`src/rtl/regbank_pkg.sv`:
```
package regbank_pkg;
  localparam int DATA_W = 32;

  typedef struct packed {
    logic              sel;
    logic [DATA_W-1:0] data;
  } rb_rec_t;

  localparam rb_rec_t RB_IDLE = '{sel: 1'b0, data: '0};

  // Readback gating: the word passes only when the slice is selected
  function automatic logic [DATA_W-1:0] gate_word(input logic sel, input logic [DATA_W-1:0] w);
    return sel ? w : '0;
  endfunction
endpackage

```
`src/rtl/csr_slot.sv`:
```
module csr_slot
  import regbank_pkg::*;
#(
  parameter int                ADDR_W  = 6,
  parameter logic [ADDR_W-1:0] MY_ADDR = '0
) (
  input  logic              clk,
  input  logic              rst_n,
  input  logic [ADDR_W-1:0] bus_addr,
  input  logic [DATA_W-1:0] bus_wdata,
  input  logic              bus_wr,
  input  logic              bus_rd,
  output rb_rec_t           rb,
  output logic [DATA_W-1:0] q
);
  logic addr_match;
  logic wr_hit;
  logic rd_hit;

  assign addr_match = (bus_addr == MY_ADDR);
  assign wr_hit     = bus_wr && addr_match;
  assign rd_hit     = bus_rd && addr_match;

  always_ff @(posedge clk) begin
    if (!rst_n)      q <= '0;
    else if (wr_hit) q <= bus_wdata;
  end

  assign rb.sel  = rd_hit;
  assign rb.data = gate_word(rd_hit, q);

  AST_WR_LOAD: assert property (@(posedge clk) disable iff (!rst_n)
    (bus_wr && bus_addr == MY_ADDR) |=> (q == $past(bus_wdata)));
  AST_HOLD: assert property (@(posedge clk) disable iff (!rst_n)
    !(bus_wr && bus_addr == MY_ADDR) |=> $stable(q));
endmodule

```
`src/rtl/rb_merge.sv`:
```
module rb_merge
  import regbank_pkg::*;
#(
  parameter int N = 64
) (
  input  logic    clk,
  input  logic    rst_n,
  input  rb_rec_t slot_in [N],
  output rb_rec_t merged
);
  logic [N-1:0] sels;

  always_comb begin
    merged = RB_IDLE;
    for (int i = 0; i < N; i++) begin
      sels[i]      = slot_in[i].sel;
      merged.sel   = merged.sel | slot_in[i].sel;
      merged.data  = merged.data | slot_in[i].data;
    end
  end

  AST_ONE_HIT: assert property (@(posedge clk) disable iff (!rst_n)
    $onehot0(sels));
endmodule

```
`src/rtl/regbank_top.sv`:
```
module regbank_top
  import regbank_pkg::*;
#(
  parameter int                     ADDR_W    = 6,
  parameter int                     NREG      = 4,
  parameter logic [NREG*ADDR_W-1:0] REG_ADDRS = {6'h3F, 6'h2A, 6'h11, 6'h02}
) (
  input  logic                   clk,
  input  logic                   rst_n,
  input  logic [ADDR_W-1:0]      bus_addr,
  input  logic [DATA_W-1:0]      bus_wdata,
  input  logic                   bus_wr,
  input  logic                   bus_rd,
  output logic [DATA_W-1:0]      bus_rdata,
  output logic                   bus_hit,
  output logic [NREG*DATA_W-1:0] ctrl_q
);
  localparam int SPAN = 1 << ADDR_W;

  // Index of the register living at address a, or -1 for a hole
  function automatic int slot_of(input int a);
    for (int i = 0; i < NREG; i++)
      if (int'(REG_ADDRS[i*ADDR_W +: ADDR_W]) == a) return i;
    return -1;
  endfunction

  rb_rec_t recs  [NREG];
  rb_rec_t slots [SPAN];
  rb_rec_t merged;

  for (genvar i = 0; i < NREG; i++) begin : g_reg
    csr_slot #(
      .ADDR_W (ADDR_W),
      .MY_ADDR(REG_ADDRS[i*ADDR_W +: ADDR_W])
    ) u_slot (
      .clk      (clk),
      .rst_n    (rst_n),
      .bus_addr (bus_addr),
      .bus_wdata(bus_wdata),
      .bus_wr   (bus_wr),
      .bus_rd   (bus_rd),
      .rb       (recs[i]),
      .q        (ctrl_q[i*DATA_W +: DATA_W])
    );
  end

  for (genvar a = 0; a < SPAN; a++) begin : g_map
    localparam int IDX = slot_of(a);
    if (IDX >= 0) begin : g_used
      assign slots[a] = recs[IDX];
    end else begin : g_hole
      assign slots[a] = RB_IDLE;
    end
  end

  rb_merge #(.N(SPAN)) u_merge (
    .clk    (clk),
    .rst_n  (rst_n),
    .slot_in(slots),
    .merged (merged)
  );

  assign bus_rdata = merged.data;
  assign bus_hit   = merged.sel;

  AST_MISS_ZERO: assert property (@(posedge clk) disable iff (!rst_n)
    !bus_hit |-> (bus_rdata == '0));
  AST_IDLE_NO_HIT: assert property (@(posedge clk) disable iff (!rst_n)
    !bus_rd |-> !bus_hit);
endmodule

```
`config.mk`:
```
export PLATFORM = sky130hd
export DESIGN_NAME = regbank_top
export DESIGN_NICKNAME = d
export VERILOG_FILES = /design/src/rtl/regbank_pkg.sv /design/src/rtl/csr_slot.sv /design/src/rtl/rb_merge.sv /design/src/rtl/regbank_top.sv
export SDC_FILE = /design/constraint.sdc
export NUM_CORES = 1
export LEC_CHECK = 0
export BUFFER_PORTS_ARGS = -buffer_cell sky130_fd_sc_hd__buf_2
export CORE_AREA = 2 2 106 108
export DETAILED_ROUTE_END_ITERATION = 8
export DIE_AREA = 0 0 108 110
export GPL_ROUTABILITY_DRIVEN = 0
export PLACE_DENSITY_LB_ADDON = 0.2
export SYNTH_ARGS = -nofsm -noshare
export SYNTH_HDL_FRONTEND = slang
export SYNTH_SLANG_ARGS = --single-unit
```
`constraint.sdc`:
```
create_clock -name clk -period 1.88 [get_ports clk]
set_clock_uncertainty 0.2 [all_clocks]
set_input_delay 0.188 -clock clk [delete_from_list [all_inputs] [get_ports clk]]
set_output_delay 0.188 -clock clk [all_outputs]
set_load 0.005 [all_outputs]
```
==> impl_metrics.py, run 1 <==
metrics = {
    "outcome": {
        "outcome": "finished, final reports clean",
    },
    "setup_path": {
        "cp_cell_sequence": "buf_2, nor3b_4, buf_12, buf_12, a22oi_1, o221ai_1, buf_2",
        "reg2reg_from": "g_reg[0].u_slot.q[29]$_SDFFE_PN0P_",
        "required_ns": 1.49,
        "regToRegEndpoint": "g_reg[0].u_slot.q[29]$_SDFFE_PN0P_",
        "critical-path-top-delay-family": "buffers and inverters",
        "worstSetupEndpointType": "primary output",
        "critical_path.startpoint_type": "input port",
        "slowest_delay_ns": 0.23,
        "worst-path-buf-inv": 4,
        "critical_path_peak_fanout": 31,
        "cpMaxStageDelayCell": "nor3b_4",
        "r2r_cells": 2,
        "timing_worst_setup_path_type": "input port to primary output",
        "crit_arrival_ns": 1.43,
        "setup.reg_to_reg.worst_slack_ns": 0.95,
    },
    "yosys": {
        "count_leader_synth": "nand2_1",
        "post-synth-top-area-fraction_pct": 45.1,
        "netlist.top_cell.by_area": "dfxtp_1",
        "average_size_of_a_mapped_cell_um2": 9.22,
        "netlist_top_cells_count": "nand2_1 (160), dfxtp_1 (128), mux2i_1 (128)",
        "postSynthCellCount": 616,
        "mappedNetlistArea_um2": 5680,
        "ys_warn_count": 0,
        "synth_sequential_area_ratio_pct": 45.1,
        "synth_enable_flop_cells": 0,
        "top_cells_by_area_in_the_synthesized_netlist": "dfxtp_1 (45%), mux2i_1 (23%), nand2_1 (11%)",
        "postSynthRegisterBits": 128,
        "synthArstFlopShare_pct": 0,
        "syn_nets": 658,
        "synth_cell_types": 25,
        "dominantRegCellSynth": "dfxtp_1",
    },
    "min_path": {
        "whs_path_depth": 4,
        "hold_start": "rst_n",
        "timing.hold.worst_endpoint": "g_reg[3].u_slot.q[20]$_SDFFE_PN0P_",
        "hold_path_class": "input port to flip-flop",
    },
    "timing": {
        "fin_crit_ns": 1.82,
        "report.final.hold_viol_count": 0,
        "fin_setup_tns_ns": 0,
        "setup_ws_ns": 0.0602,
        "maxSlewHeadroom_pct": 75.0,
        "fmaxAchievable_ghz": 0.550,
        "setup_repair_after_global_routing_missed_its_margin": "no",
        "drv_slew": 0,
        "setup-violations-final": 0,
        "period_share_pct": 96.8,
        "worstMarginPinSlew_ns": 0.375,
    },
    "routing": {
        "wirelength_met1_um": 7120,
        "detailroute.wirelength.met3_um": 1330,
        "vias_per_cell": 5.51,
        "drt-initial-drc-count": 449,
        "drt_drc_violations_left": 0,
        "met2_wire_length_um": 8230,
        "drt_pass1_iterations": 7,
        "detail-route-antenna-nets": 0,
        "detailroute.via_count": 5453,
        "post_drt_wl_per_cell_um": 17.0,
        "top_layer": "met4",
        "totalWireLength_um": 16800,
    },
    "grt": {
        "grt_pass1_vias": 5197,
        "track_usage_pct": 28.3,
        "grt_first_pass_wirelength_um": 26400,
        "grt_remaining_overflow": 0,
        "pin_count_of_the_biggest_net_entering_global_routing": 86,
        "antenna_found_initial": 0,
    },
    "flow_run": {
        "maxCapViolCount": 0,
    },
    "place": {
        "port-buffer-count": 202,
        "dp_worst_setup_slack_ns": 0.125,
        "placement.cell_area_um2": 6870,
        "dp_hpwl_um": 11200,
    },
    "clocking": {
        "cts_post_setup_buffers_inserted": 0,
        "cts_tree": "done",
        "tritoncts_num_sinks": 128,
        "cts-root-buf": "clkbuf_8",
        "register_clock_pin_slew_on_the_reported_worst_setup_and_hold_paths_ns": 0.06,
        "worstSkewPairLatency_ns": 0.50,
        "cts.path.max_buffers": 2,
        "cts_buffers": 17,
        "htree_num_levels": 4,
    },
    "power_and_ir_drop": {
        "power_density_nw_per_um2": 790,
        "overall_power_of_the_completed_layout_mw": 6.12,
        "peakVddDrop_v": 0.000486,
        "power.static_leakage_nw": 3.69,
    },
    "layout": {
        "layout.filler_cells": 782,
        "max_flop_register": "g.u_slot.q",
        "nNetsFinal": 879,
        "layout_top_registers": "g.u_slot.q x128",
        "area_delta_synth_final_pct": 36.4,
        "total_non_filler_cell_area_in_the_finished_layout_um2": 7750,
        "register_area_um2": 2560,
        "post_route_cells_drive_above_1_share_pct": 30.2,
        "multiInputGateArea_um2": 2710,
        "antenna_cells_inserted": 0,
        "number_of_flip_flops_in_the_largest_register": 128,
    },
    "floorplan": {
        "io_pins": 203,
        "die_height_um": 110,
        "design.core.area_um2": 10700,
        "die_area_um2": 11900,
        "floorplan.initialDensity_pct": 53.1,
        "core.rowCount": 38,
        "fp.dieW_um": 108,
    },
}
==> timing repair <==
item | in CTS | in global routing
endpoints found under the hold margin | 128 | 0
gates resized for setup | 0 | 0
hold buffers | 32 | 0
==> per-layer routing <==
metal | vias to the layer above | global-route usage (%)
li1 | 2580 | -
met3 | 20 | 5.88
met5 | - | 0
met1 | 2575 | 36.4
met2 | 278 | 48.5
met4 | 0 | 7.60
==> worst max-delay path by stage <==
stage / slack (ns) / end / depth (start not counted) / from
detailed placement: 0.13 / bus_rdata[1] / 7 / bus_addr[0]
finish: 0.06 / bus_rdata[2] / 7 / bus_addr[0]
global route: 0.03 / bus_rdata[1] / 7 / bus_addr[0]
floorplan: 0.44 / bus_rdata[0] / 5 / bus_addr[0]
global placement: 0.11 / bus_rdata[17] / 6 / bus_addr[4]
CTS: 0.08 / bus_rdata[17] / 3 / g_reg[1].u_slot.q[17]$_SDFFE_PN0P_
==> power by group <==
group,switching [mW],internal [mW]
clock,1.14,1.91
combinational,0.195,0.146
sequential,0.00976,2.73
==> through the flow <==
step	util, %	hold WS (ns)	std cells
floorplan	-	0.192	616
global placement	64.2	0.252	926
detailed placement	64.2	0.261	926
CTS	72.4	0.00602	990
global route	72.4	0.0420	990
finish	72.4	0.0182	990
==> cell type report <==
| cell class | count | area share [%] |
|---|---|---|
| multi-input combinational | 403 | 34.9 |
| tap | 140 | 2.26 |
| timing repair buffer | 255 | 21.0 |
| sequential | 128 | 33.1 |
| clock buffer | 21 | 5.67 |
| clock inverter | 11 | 1.49 |
| inverter | 32 | 1.55 |
==> placed cells by master, fill, tap and decap left out <==
cell type        n
nand3_2          2
nor2b_1          1
o22ai_1          1
clkbuf_8         2
and4b_1          1
bufinv_16        2
dfxtp_1        128
and2_1           1
buf_4           11
clkinv_2         6
nor2_1           2
buf_12          11
o21ai_0          1
mux2i_1        128
clkinv_4         2
and4_1           1
buf_2          201
and4_2           1
nand4_1          1
and3b_1          1
clkbuf_16       16
nand2b_1         2
clkinvlp_4       1
a21oi_1          1
nand2_1        160
inv_1           32
o221ai_1        32
clkbuf_1         3
nand3_1         33
nor3b_4          1
and3_2           1
a22oi_1         32
dlygate4sd3_1   32
==> worst reg2reg max path, stage by stage (launching register included) <==
cell	delay, ns
dfxtp_1	0.38
nand2_1	0.09
mux2i_1	0.17
==> cell families after synthesis <==
logic type      after synthesis  synth area share [%]
mux                         128                  22.6
simple gates                208                  15.4
flops                       128                  45.1
compound gates               67                  9.45
buf+inv                      85                  7.49
Note: power is estimated with default switching activity, not from simulation.
==> inputs of run 2 (changes only) <==
- ABC_AREA: unset -> 1
- CORE_AREA: 2 2 106 108 -> 2 2 115 117
- DIE_AREA: 0 0 108 110 -> 0 0 117 119
- RECOVER_POWER: unset -> 50
==> impl_metrics.py, run 2 <==
metrics = {
    "timing": {
        "fmaxAchievable_ghz": 0.572,
        "report.final.hold_viol_count": 0,
        "setup-violations-final": 0,
        "setup_repair_after_global_routing_missed_its_margin": "no",
        "timing.hold.ws_ns": 0.117,
        "drv_slew": 0,
        "worstMarginPinSlew_ns": 0.753,
        "fin_crit_ns": 1.75,
        "fin_setup_tns_ns": 0,
        "period_share_pct": 92.9,
        "maxSlewHeadroom_pct": 49.8,
    },
    "yosys": {
        "netlist.top_cell.by_area": "dfxtp_1",
        "post-synth-top-area-fraction_pct": 36.1,
        "top_cells_by_area_in_the_synthesized_netlist": "dfxtp_1 (36%), nand4_1 (23%), nand2_1 (12%)",
        "synth_sequential_area_ratio_pct": 36.1,
        "netlist_top_cells_count": "nand4_1 (257), nand2_1 (233), nor2_1 (193)",
        "mappedNetlistArea_um2": 7100,
        "dominantRegCellSynth": "dfxtp_1",
        "postSynthRegisterBits": 128,
        "synth_cell_types": 16,
        "synthArstFlopShare_pct": 0,
        "postSynthCellCount": 1071,
        "ys_warn_count": 0,
        "count_leader_synth": "nand4_1",
        "syn_nets": 1113,
        "average_size_of_a_mapped_cell_um2": 6.63,
        "synth_enable_flop_cells": 0,
    },
    "outcome": {
        "outcome": "finished, final reports clean",
    },
    "floorplan": {
        "io_pins": 203,
        "floorplan.initialDensity_pct": 55.1,
        "die_area_um2": 13900,
        "fp.dieW_um": 117,
        "die_height_um": 119,
        "core.rowCount": 42,
        "design.core.area_um2": 12900,
    },
    "flow_run": {
        "maxCapViolCount": 0,
    },
    "layout": {
        "layout.cells.most_common_list": "nand4_1 (257), nand2_1 (233), nor2_1 (192)",
        "total_non_filler_cell_area_in_the_finished_layout_um2": 9180,
        "number_of_flip_flops_in_the_largest_register": 128,
        "nNetsFinal": 1295,
        "antenna_cells_inserted": 0,
        "mostFrequentLayoutCell": "nand4_1",
        "area_delta_synth_final_pct": 29.3,
        "post_route_cells_drive_above_1_share_pct": 17.9,
        "layout_top_registers": "g.u_slot.q x128",
        "max_flop_register": "g.u_slot.q",
    },
    "place": {
        "placement.cell_area_um2": 8280,
        "dp_hpwl_um": 16400,
        "port-buffer-count": 202,
    },
    "min_path": {
        "hold_start": "bus_wr",
        "hold_path_class": "input port to flip-flop",
        "whs_path_depth": 4,
        "timing.hold.worst_endpoint": "g_reg[3].u_slot.q[20]$_SDFFE_PN0P_",
    },
    "clocking": {
        "worstSkewPairLatency_ns": 0.42,
        "cts_buffers": 17,
        "tritoncts_num_sinks": 128,
        "cts-root-buf": "clkbuf_16",
        "register_clock_pin_slew_on_the_reported_worst_setup_and_hold_paths_ns": 0.05,
        "cts.path.max_buffers": 2,
        "cts_tree": "done",
        "htree_num_levels": 4,
    },
    "setup_path": {
        "critical_path.startpoint_type": "input port",
        "critical_path_peak_fanout": 18,
        "timing_worst_setup_path_type": "input port to primary output",
        "worstSetupEndpointType": "primary output",
        "setup.reg_to_reg.worst_slack_ns": 1.01,
        "required_ns": 1.49,
        "r2r_cells": 2,
        "crit_arrival_ns": 1.36,
        "regToRegEndpoint": "g_reg[3].u_slot.q[7]$_SDFFE_PN0P_",
        "reg2reg_from": "g_reg[3].u_slot.q[7]$_SDFFE_PN0P_",
    },
    "routing": {
        "detail-route-antenna-nets": 0,
        "detailroute.via_count": 8289,
        "totalWireLength_um": 24800,
        "drt_pass1_iterations": 6,
        "vias_per_cell": 5.75,
        "drt-initial-drc-count": 982,
        "drt_drc_violations_left": 0,
        "post_drt_wl_per_cell_um": 17.2,
    },
    "grt": {
        "grt_remaining_overflow": 0,
        "grt_first_pass_wirelength_um": 38400,
        "track_usage_pct": 35.6,
        "antenna_found_initial": 0,
        "pin_count_of_the_biggest_net_entering_global_routing": 56,
        "grt_pass1_vias": 7462,
    },
    "power_and_ir_drop": {
        "power_density_nw_per_um2": 760,
        "power.static_leakage_nw": 4.38,
        "peakVddDrop_v": 0.000531,
    },
}
run 2: cell types whose count changed after synthesis, moves of 5 or more:
cell	previous run	this run
nand4_1	1	257
nand3_1	34	5
buf_4	6	25
inv_1	32	102
nor2_1	2	193
a22oi_1	32	0
mux2i_1	128	0
o221ai_1	32	0
buf_2	13	48
buf_1	0	5
a21boi_1	0	32
nand2_1	160	233
run 2: kinds of logic (layout without fill, tap and decap cells):
logic type,after synthesis,in the layout,synth area share (%)
buffers and inverters,215,410,14.1
DFF,128,128,36.1
AOI/OAI and AO/OA,32,32,3.38
and+or+nand+nor,696,696,46.4
run 2: critical path, stage by stage:
cell and delay, ns:
buf_2 0.10, inv_1 0.04, nand2_1 0.12, inv_2 0.24, buf_12 0.19, nand4_1 0.10, nand2_1 0.08, inv_1 0.11
nand2_1 0.08, buf_2 0.10
run 2: layout make-up:
| cell class | instances | area (µm²) |
|---|---|---|
| Clock inverter | 3 | 90.1 |
| Timing Repair Buffer | 274 | 1810 |
| Multi-Input combinational cell | 728 | 3550 |
| Sequential cell | 128 | 2560 |
| Fill cell | 1123 | 3700 |
| Tap cell | 176 | 220 |
| Inverter | 104 | 390 |
| Clock buffer | 29 | 551 |
run 2: worst max-delay path by stage:
stage | cells after the start | to | start
after detailed placement | 10 | g_reg[0].u_slot.q[9]$_SDFFE_PN0P_ | bus_addr[0]
after CTS | 9 | bus_rdata[18] | bus_addr[4]
after floorplan | 7 | bus_rdata[0] | bus_rd
after global placement | 9 | bus_rdata[31] | bus_addr[4]
final | 10 | bus_rdata[28] | bus_addr[0]
after global routing | 10 | bus_rdata[11] | bus_addr[0]
run 2: power by group:
| group | internal (mW) | leakage, nW | total, mW | switching, mW |
|---|---|---|---|---|
| Sequential | 2.73 | 1.03 | 2.75 | 0.0158 |
| Combinational | 0.229 | 3.03 | 0.665 | 0.435 |
| Clock | 2.37 | 0.314 | 3.56 | 1.19 |
| Total | 5.33 | 4.38 | 6.98 | 1.64 |
run 2: through the flow:
| stage | setup slack [ns] | instances | util, % | power, mW |
|---|---|---|---|---|
| 2_1_floorplan | 0.474 | 1071 | - | 3.17 |
| 3_3_place_gp | 0.141 | 1377 | 64.3 | 3.40 |
| 3_5_place_dp | 0.125 | 1377 | 64.3 | 3.40 |
| 4_1_cts | 0.137 | 1442 | 71.8 | 6.97 |
| 5_1_grt | 0.0128 | 1442 | 71.3 | 7.19 |
| 6_report | 0.133 | 1442 | 71.3 | 6.98 |
run 2: per-layer routing:
layer / part of all wire (%) / vias up / global-route usage (%)
li1: - / 3962 / -
met1: 38 / 3782 / 41.8
met2: 48 / 453 / 58.1
met3: 8.2 / 92 / 8.09
met4: 6.3 / 0 / 21.8
met5: 0 / - / 0
run 2: repair_timing:
action	CTS	global route
hold buffers	33	0
gates resized for setup	0	0
setup buffers	0	0
hold endpoints to repair	90	0
